**src/rtl/nulint_pkg.sv**
```systemverilog
package nulint_pkg;
  typedef enum logic {LANE_I = 1'b0, LANE_Q = 1'b1} lane_e;
  localparam int NUM_LANES = 2;

  typedef struct packed {
    logic en;
    logic clr;
  } cfg_t;
endpackage

```
**src/rtl/nulint_acc_ram.sv**
```systemverilog
module nulint_acc_ram #(
  parameter int DEPTH = 64,
  parameter int DW    = 48,
  localparam int AW   = $clog2(DEPTH)
) (
  input  logic          clk,
  input  logic          we,
  input  logic [AW-1:0] waddr,
  input  logic [DW-1:0] wdata,
  input  logic [AW-1:0] raddr,
  output logic [DW-1:0] rdata
);
  logic [DW-1:0] mem [DEPTH];

  always_ff @(posedge clk) begin
    if (we) mem[waddr] <= wdata;
  end

  // Registered read; returns the old word on a same-address write.
  always_ff @(posedge clk) begin
    rdata <= mem[raddr];
  end
endmodule

```
**src/rtl/nulint_lane_mac.sv**
```systemverilog
module nulint_lane_mac #(
  parameter int IN_W   = 16,
  parameter int GAIN_W = 12,
  parameter int ACC_W  = 24,
  parameter int SHIFT  = 8
) (
  input  logic signed [ACC_W-1:0]  acc_in,
  input  logic signed [IN_W-1:0]   sample,
  input  logic        [GAIN_W-1:0] gain,
  input  logic                     apply,
  output logic signed [ACC_W-1:0]  acc_out
);
  localparam int PW = IN_W + GAIN_W + 1;
  localparam int SW = ((PW > ACC_W) ? PW : ACC_W) + 1;
  localparam logic signed [SW-1:0] MAXV = {{(SW-ACC_W+1){1'b0}}, {(ACC_W-1){1'b1}}};
  localparam logic signed [SW-1:0] MINV = {{(SW-ACC_W+1){1'b1}}, {(ACC_W-1){1'b0}}};

  logic signed [PW-1:0] prod;
  logic signed [PW-1:0] scaled;
  logic signed [SW-1:0] sum;

  always_comb begin
    prod   = sample * $signed({1'b0, gain});
    scaled = prod >>> SHIFT;
    sum    = SW'(acc_in) + SW'(scaled);
    if (!apply)          acc_out = acc_in;
    else if (sum > MAXV) acc_out = MAXV[ACC_W-1:0];
    else if (sum < MINV) acc_out = MINV[ACC_W-1:0];
    else                 acc_out = sum[ACC_W-1:0];
  end
endmodule

```
**src/rtl/nulint_chan_state.sv**
```systemverilog
module nulint_chan_state
  import nulint_pkg::*;
#(
  parameter int NUM_CH = 64,
  localparam int CH_W  = $clog2(NUM_CH)
) (
  input  logic              clk,
  input  logic              rst,
  input  logic              cfg_we,
  input  logic [CH_W-1:0]   cfg_ch,
  input  cfg_t              cfg,
  input  logic              use_valid,
  input  logic [CH_W-1:0]   use_ch,
  output logic [NUM_CH-1:0] loop_en,
  output logic [NUM_CH-1:0] clr_pend
);
  // A pending-clear flag makes the stored word read as zero until the
  // next write-back to that channel; reset sets all of them.
  for (genvar c = 0; c < NUM_CH; c++) begin : g_ch
    always_ff @(posedge clk) begin
      if (rst) begin
        loop_en[c]  <= 1'b0;
        clr_pend[c] <= 1'b1;
      end else begin
        if (use_valid && use_ch == CH_W'(c)) clr_pend[c] <= 1'b0;
        if (cfg_we && cfg_ch == CH_W'(c)) begin
          loop_en[c] <= cfg.en;
          if (cfg.clr) clr_pend[c] <= 1'b1;
        end
      end
    end
  end
endmodule

```
**src/rtl/nuller_integrator.sv**
```systemverilog
module nuller_integrator
  import nulint_pkg::*;
#(
  parameter int NUM_CH = 64,
  parameter int IN_W   = 16,
  parameter int GAIN_W = 12,
  parameter int ACC_W  = 24,
  parameter int SHIFT  = 8,
  localparam int CH_W  = $clog2(NUM_CH)
) (
  input  logic                    clk,
  input  logic                    rst,
  input  logic                    in_valid,
  input  logic [CH_W-1:0]         in_ch,
  input  logic signed [IN_W-1:0]  in_i,
  input  logic signed [IN_W-1:0]  in_q,
  input  logic [GAIN_W-1:0]       gain,
  input  logic                    cfg_we,
  input  logic [CH_W-1:0]         cfg_ch,
  input  logic                    cfg_enable,
  input  logic                    cfg_clear,
  output logic                    out_valid,
  output logic [CH_W-1:0]         out_ch,
  output logic signed [ACC_W-1:0] out_i,
  output logic signed [ACC_W-1:0] out_q
);
  localparam int WORD_W = NUM_LANES * ACC_W;

  logic [NUM_CH-1:0] loop_en, clr_pend;
  cfg_t              cfg_word;

  logic                             s1_valid, s1_drop;
  logic [CH_W-1:0]                  s1_ch;
  logic [GAIN_W-1:0]                s1_gain;
  logic [NUM_LANES-1:0][IN_W-1:0]   s1_smp;
  logic                             s1_apply;

  logic              fwd_valid;
  logic [CH_W-1:0]   fwd_ch;
  logic [WORD_W-1:0] fwd_word;
  logic [WORD_W-1:0] rd_word, base_word, new_word;

  assign cfg_word = '{en: cfg_enable, clr: cfg_clear};

  nulint_chan_state #(.NUM_CH(NUM_CH)) u_state (
    .clk       (clk),
    .rst       (rst),
    .cfg_we    (cfg_we),
    .cfg_ch    (cfg_ch),
    .cfg       (cfg_word),
    .use_valid (s1_valid),
    .use_ch    (s1_ch),
    .loop_en   (loop_en),
    .clr_pend  (clr_pend)
  );

  // Stage 0 -> 1: capture the sample while its accumulator word is read.
  always_ff @(posedge clk) begin
    if (rst) begin
      s1_valid <= 1'b0;
      s1_drop  <= 1'b0;
    end else begin
      s1_valid <= in_valid;
      s1_drop  <= in_valid && cfg_we && (cfg_ch == in_ch);
    end
  end

  always_ff @(posedge clk) begin
    s1_ch                  <= in_ch;
    s1_gain                <= gain;
    s1_smp[int'(LANE_I)]   <= in_i;
    s1_smp[int'(LANE_Q)]   <= in_q;
  end

  nulint_acc_ram #(.DEPTH(NUM_CH), .DW(WORD_W)) u_ram (
    .clk   (clk),
    .we    (s1_valid),
    .waddr (s1_ch),
    .wdata (new_word),
    .raddr (in_ch),
    .rdata (rd_word)
  );

  // Pending clear beats forwarding, which beats the RAM word.
  always_comb begin
    if (clr_pend[s1_ch])                      base_word = '0;
    else if (fwd_valid && (fwd_ch == s1_ch))  base_word = fwd_word;
    else                                      base_word = rd_word;
  end

  assign s1_apply = loop_en[s1_ch] && !s1_drop;

  for (genvar l = 0; l < NUM_LANES; l++) begin : g_lane
    nulint_lane_mac #(
      .IN_W   (IN_W),
      .GAIN_W (GAIN_W),
      .ACC_W  (ACC_W),
      .SHIFT  (SHIFT)
    ) u_mac (
      .acc_in  (base_word[l*ACC_W +: ACC_W]),
      .sample  (s1_smp[l]),
      .gain    (s1_gain),
      .apply   (s1_apply),
      .acc_out (new_word[l*ACC_W +: ACC_W])
    );
  end

  always_ff @(posedge clk) begin
    if (rst) fwd_valid <= 1'b0;
    else     fwd_valid <= s1_valid;
    fwd_ch   <= s1_ch;
    fwd_word <= new_word;
  end

  always_ff @(posedge clk) begin
    if (rst) begin
      out_valid <= 1'b0;
      out_ch    <= '0;
      out_i     <= '0;
      out_q     <= '0;
    end else begin
      out_valid <= s1_valid;
      if (s1_valid) begin
        out_ch <= s1_ch;
        out_i  <= new_word[int'(LANE_I)*ACC_W +: ACC_W];
        out_q  <= new_word[int'(LANE_Q)*ACC_W +: ACC_W];
      end
    end
  end
endmodule

```
**config.mk**
```make
export PLATFORM = sky130hd
export DESIGN_NAME = nuller_integrator
export DESIGN_NICKNAME = d
export VERILOG_FILES = /design/src/rtl/nulint_pkg.sv /design/src/rtl/nulint_acc_ram.sv /design/src/rtl/nulint_lane_mac.sv /design/src/rtl/nulint_chan_state.sv /design/src/rtl/nuller_integrator.sv
export SDC_FILE = /design/constraint.sdc
export NUM_CORES = 2
export LEC_CHECK = 0
export BUFFER_PORTS_ARGS = -buffer_cell sky130_fd_sc_hd__buf_2
export CORE_AREA = 4 4 523 525
export CTS_CLUSTER_SIZE = 30
export DETAILED_ROUTE_END_ITERATION = 12
export DIE_AREA = 0 0 527 529
export GPL_ROUTABILITY_DRIVEN = 0
export PLACE_DENSITY = 0.79
export SYNTH_ARGS = -nofsm -noshare
export SYNTH_HDL_FRONTEND = slang
export SYNTH_HIERARCHICAL = 1
export SYNTH_SLANG_ARGS = --single-unit
```
**constraint.sdc**
```tcl
create_clock -name clk -period 12.2 [get_ports clk]
set_input_delay 0 -clock clk [delete_from_list [all_inputs] [get_ports clk]]
set_output_delay 0 -clock clk [all_outputs]
set_load 0.02 [all_outputs]
```
; ---- Word-level counts from Yosys, hierarchy flattened
; Memories as Yosys holds them, arrays and structs flattened. A register that Yosys moved wholly into a read port is not among the register bits.
; Index checks and enable logic that the tools add are counted.
[word_totals]
out_inout_bits = 55
ramBits = 3072
regBits = 289
memories = 1
in_bits = 62
elab_cells = 619
[classes]
eq_ne = 128
add_sub_neg = 2
muxes = 206
reduce_logical = 135
mul = 2
magnitude_cmp = 5
[memory_table]
columns = memory, depth, width, read_ports, rd_clocked_by_memory_dff, write_ports, line
row1 = u_ram.mem, 64, 48, 1, 1, 1, nulint_acc_ram.sv:13  ; logic [DW-1:0] mem [DEPTH];
[ops]
columns = operator, n
row1 = $eq A6 B6 Y1 const B, 64
row2 = $mux W1, 196
row3 = $eq A6 B5 Y1 const B, 32
row4 = $mux W24, 6
row5 = $logic_and A1 B1 Y1, 132
row6 = $eq A6 B4 Y1 const B, 16
row7 = $mux W48, 2
row8 = $gt A30 B24 Y1 const B, 2
row9 = $lt A30 B24 Y1 const B, 2
row10 = $mul A16 B13 Y29, 2
row11 = $add A24 B21 Y25, 2
row12 = $eq A6 B3 Y1 const B, 8
row13 = $eq A6 B2 Y1 const B, 4
row14 = $bmux W1 S6, 2
row15 = $eq A6 B1 Y1 const B, 2
row16 = $eq A6 B6 Y1, 2
row17 = $logic_not A6 Y1, 2
row18 = $lt A6 B7 Y1 const B, 1
row19 = $logic_not A1 Y1, 1

; ---- Logic depth before layout (Yosys ltp)
[depth]
word_depth = 9
mapped_depth = 34

; ---- Hierarchy
; Netlist, hierarchy kept.
[by_module_without_submodules]
columns = mod, cells_each, n_inst, area_each_um2
row1 = nulint_acc_ram, 5227, 1, 117879.3
row2 = nulint_lane_mac at g_lane[0].u_mac, 1070, 1, 8926.1
row3 = nulint_lane_mac at g_lane[1].u_mac, 1038, 1, 8723.4
row4 = nuller_integrator, 543, 1, 6002.0
row5 = nulint_chan_state, 576, 1, 5534.1

; ---- Worst setup path before layout
; OpenSTA, ideal clock, no wires.
[synth_timing]
path_type = register to register
start = register s1_gain[4]
end = memory u_ram.mem[0][47] (data pin)
slack_ns = 2.178
required_time_ns = 11.482
n_path_buf = 3
stages_incl_launch_ff = 30
arrival_ns = 9.304
setup_time_ns = 0.718
path_cell_list = dfxtp_1 clkbuf_1 nand2_1 fa_1 fa_1 inv_1 fa_1 fa_1 inv_1 fa_1 inv_1 ha_1 and3_1 a221oi_1 o211a_1 o31ai_2 and2_1 o21a_1 nor2_1 xnor2_1 ha_1 buf_2 and3_1 and4_1 o31ai_1 a21oi_1 o21ai_0 o22ai_2 buf_2 o21ai_0
[synth_via]
elab_chain_len = 6
elab_cells_between_ends = 7
cone_classes = 1 x add/sub / 1 x mul / 2 x order compare / 3 x mux
[synth_lines]
columns = item, line
row1 = "start, declared", nuller_integrator.sv:34  ; logic [GAIN_W-1:0] s1_gain;
row2 = "start signal, assigned", nuller_integrator.sv:70  ; s1_gain <= gain;
row3 = $mul A16 B13 Y29 (*), nulint_lane_mac.sv:23  ; prod = sample * $signed({1'b0, gain});
row4 = $add A24 B21 Y25 (*), nulint_lane_mac.sv:25  ; sum = SW'(acc_in) + SW'(scaled);
row5 = $lt A30 B24 Y1, nulint_lane_mac.sv:28  ; else if (sum < MINV) acc_out = MINV[ACC_W-1:0];
row6 = $mux W24, nulint_lane_mac.sv:28
row7 = $mux W24 (*), nulint_lane_mac.sv:27  ; else if (sum > MAXV) acc_out = MAXV[ACC_W-1:0];
row8 = $mux W24 (*), nulint_lane_mac.sv:26  ; if (!apply) acc_out = acc_in;
row9 = net new_word[47], nuller_integrator.sv:41  ; logic [WORD_W-1:0] rd_word, base_word, new_word;
row10 = "end, declared", nulint_acc_ram.sv:13
; Mark *: on every way through the listed nets, which the timed path passes. The rest lies on a longest branch.

; ---- Worst setup path in the final report
[layout_timing]
start = register s1_gain[6]
end = memory u_ram.mem[55][13] (data pin)
; The elaborated chain is that of the path after synthesis.

==> impl_metrics.json <==
{
  "run_status": "complete, no violations",
  "grt_pass1_wl_um": 645000,
  "relSlewSlack_pct": 4.00,
  "hold_path.class": "input port to flip-flop",
  "max_stage_delay_ns": 1.14,
  "synth_top_area_cell": "edfxtp_1",
  "async_flop_share_pct": 0,
  "cts_tree": "built",
  "endpoint_kind": "flip-flop",
  "drc_errors": 0,
  "port_buffers": 116,
  "worstReg2RegEnd": "u_ram/mem[55][13]$_DFFE_PP_",
  "area_growth_pct": 12.3,
  "coreArea_sq_um": 269000,
  "drive_gt1_share_pct": 20.3,
  "required_ns": 12.98,
  "row_count": 191,
  "synth_area_sq_um": 147000,
  "finalClockSkew_ns": 0.0868,
  "min_to": "u_ram/rdata[16]$_DFF_P_",
  "regToRegStartpoint": "s1_gain[6]$_DFF_P_",
  "hold_violations": 0,
  "dominantRegCellSynth": "edfxtp_1",
  "fin_crit_sh_pct": 96.9,
  "place_hpwl_um": 252000,
  "timing.fmax_mhz": 84.6,
  "clk_pin_slew_ns": 0.07,
  "worst_setup_path_start_kind": "flip-flop",
  "maxCapViolCount": 0,
  "initial_utilization_pct": 54.6,
  "nFillCells": 17800,
  "h-tree-depth": 5,
  "r2r_slack_ns": 0.38,
  "ioPinCount": 117,
  "ys_warn_count": 6,
  "ys_seq_area_share_pct": 67.3,
  "fin_tns_setup_ns": 0,
  "tightestPinTransition_ns": 1.43,
  "r2r_cells": 29,
  "grt_max_degree": 129,
  "drt-vias-per-instance": 6.88,
  "worstHoldStart": "in_ch[0]",
  "netlist_top_cells_area": "edfxtp_1, mux4_2, fa_1, dfxtp_1, mux2i_1",
  "clock-root-buffer": "clkbuf_16",
  "setup_violations": 0,
  "arrival_ns": 12.59,
  "ys_ff_latch": 3409,
  "path_max_fanout": 43,
  "postSynthAreaPerCell_sq_um": 17.4,
  "wl_um": 453000,
  "cts_setup_buffers": 0,
  "wl_per_cell_um": 35.9,
  "drt_iter0_markers": 15000,
  "die_area_sq_um": 279000,
  "fin_nets": 9386,
  "ant_nets": 0,
  "clockBufferDepth": 4,
  "timing.final.max_slew_violations": 0,
  "min_period_ns": 11.82,
  "grt_pass1_vias": 87400,
  "dp_worst_setup_slack_ns": 0.715,
  "yosysTopAreaCellShare_pct": 62.7,
  "grt.total_usage_pct": 32.5,
  "first_pass_iters": 6,
  "vias": 87000,
  "synth_cell_type_count": 95,
  "path_class": "flip-flop to flip-flop",
  "numCtsBuffers": 337,
  "hold_depth": 5,
  "postSynthCellCount": 8454,
  "syn_nets": 9052,
  "crit_top_cell": "fa_1",
  "die_x_um": 527,
  "rsz0062_at_grt": "no",
  "clock_latency_ns": 0.99,
  "synth_edf_count": 3072,
  "gr-total-overflow": 0,
  "layout_setup_ws_ns": 0.383,
  "cts.sinks": 3409,
  "antenna_found_initial": 35,
  "fp.dieH_um": 529,
  "crit_path_top_delay_cell": "a211oi_1"
}
-- worst max-delay path, delay by kind of cell (launching register included) --
kind	cells	cell delay, ns
buffers and inverters	5	0.89
DFF	1	1.03
and+or+nand+nor	4	1.26
xor gates and xnor gates	1	0.30
adders and majority gates	7	3.08
AOI/OAI and AO/OA	12	5.01
-- per-layer routing --
metal | up-vias | track usage (%) | share of wire [%]
met3 | 1803 | 11.0 | 16
met1 | 43700 | 41.0 | 31
met2 | 8133 | 48.7 | 45
met4 | 18 | 20.3 | 7.7
met5 | - | 0 | 0.024
li1 | 33400 | - | -
-- how the worst max path moves through the flow --
| stage | startpoint | to | slack, ns | cells after the start |
|---|---|---|---|---|
| final | s1_gain[6]$_DFF_P_ | u_ram/mem[55][13]$_DFFE_PP_ | 0.38 | 29 |
| after detailed placement | s1_gain[6]$_DFF_P_ | u_ram/mem[27][11]$_DFFE_PP_ | 0.71 | 29 |
| after CTS | s1_gain[6]$_DFF_P_ | u_ram/mem[37][11]$_DFFE_PP_ | 0.67 | 29 |
| after global placement | s1_gain[6]$_DFF_P_ | u_ram/mem[30][11]$_DFFE_PP_ | 1.07 | 29 |
| after floorplan | s1_gain[4]$_DFF_P_ | u_ram/mem[0][47]$_DFFE_PP_ | 2.18 | 29 |
| after global routing | s1_gain[6]$_DFF_P_ | u_ram/mem[37][11]$_DFFE_PP_ | 0.11 | 29 |
-- state kept, by name, indices dropped and copies added, names as in the netlist --
name and flops:
fwd_ch 6, fwd_word 48, out_ch 6, out_i 24, out_q 24, out_valid 1
s1_ch 6, s1_drop 1, s1_gain 12, s1_smp 32, s1_valid 1, u_ram/mem 3072
u_ram/rdata 48, u_state/clr_pend 64, u_state/loop_en 64
-- cell families (layout without fill, tap and decap cells) --
logic type / after synthesis / count (layout) / share of synthesized area [%]
compound gates: 839 / 839 / 4.26
mux: 1101 / 1101 / 13.6
buf+inv: 1007 / 1599 / 2.91
xor+xnor: 93 / 93 / 0.567
flops: 3409 / 3409 / 67.3
other cells: 0 / 21 / 0
simple gates: 1468 / 1468 / 5.00
fa+ha+maj: 537 / 537 / 6.38
-- synthesized netlist by cell type, drive strengths merged, types with 36 or more instances --
library cell and count:
nand3 114, mux2i 325, inv 524, nor2b 41
mux2 70, nand2b 89, o221ai 80, nand2 561
nand4 81, edfxtp 3072, ha 180, xnor2 76
nor2 227, o21ai 75, dfxtp 337, and2 199
nor3 39, fa 356, a22oi 82, o22ai 131
a221o 77, a21oi 169, clkbuf 285, mux4 706
buf 198, a31oi 36
-- area by class of cell --
| type | count | area (sq um) | area share [%] |
|---|---|---|---|
| clock buffers | 424 | 9140 | 5.54 |
| well taps | 3570 | 4470 | 2.71 |
| flip-flops and latches | 3409 | 99000 | 60.0 |
| inverters | 524 | 1970 | 1.19 |
| diodes | 21 | 52.6 | 0.0318 |
| clock inverters | 173 | 1770 | 1.07 |
| repair buffers | 478 | 3730 | 2.26 |
| multi-input cells | 4038 | 45000 | 27.2 |
-- what timing repair did --
| item | 4_1_cts | 5_1_grt |
|---|---|---|
| resized for setup | 0 | 0 |
| endpoints found under the hold margin | 262 | 0 |
| hold buffers | 118 | 0 |
-- cell usage in the layout (no fill, tap or decap), types with 55 or more instances in the layout --
cell	n
dlygate4sd3_1	118
nand2b_1	83
nand3_1	114
dfxtp_1	333
a22oi_1	82
o221ai_1	80
fa_1	356
clkinv_2	55
clkbuf_1	57
mux2i_1	324
o22ai_1	109
o21ai_0	68
nand2_1	557
buf_4	239
nor2_4	57
and2_1	197
edfxtp_1	3072
mux2_2	70
nand4_1	81
inv_1	523
nor2_1	168
ha_1	180
buf_2	110
mux4_2	706
a221o_1	77
clkbuf_16	344
a21oi_1	144
xnor2_1	75
-- per-stage QoR --
stage / instance area (sq um) / std cells / utilization [%] / hold slack, ns
6_report: 165000 / 12600 / 61.3 / 0.140
5_1_grt: 165000 / 12600 / 61.3 / 0.118
4_1_cts: 165000 / 12600 / 61.3 / 0.0636
3_5_place_dp: 153000 / 11900 / 56.8 / 0.105
3_3_place_gp: 153000 / 11900 / 56.8 / 0.104
2_1_floorplan: 147000 / 8454 / - / 0.0277
Power is not shown: default switching activity piles up to over one toggle a cycle in this logic, so the estimate is an artifact.
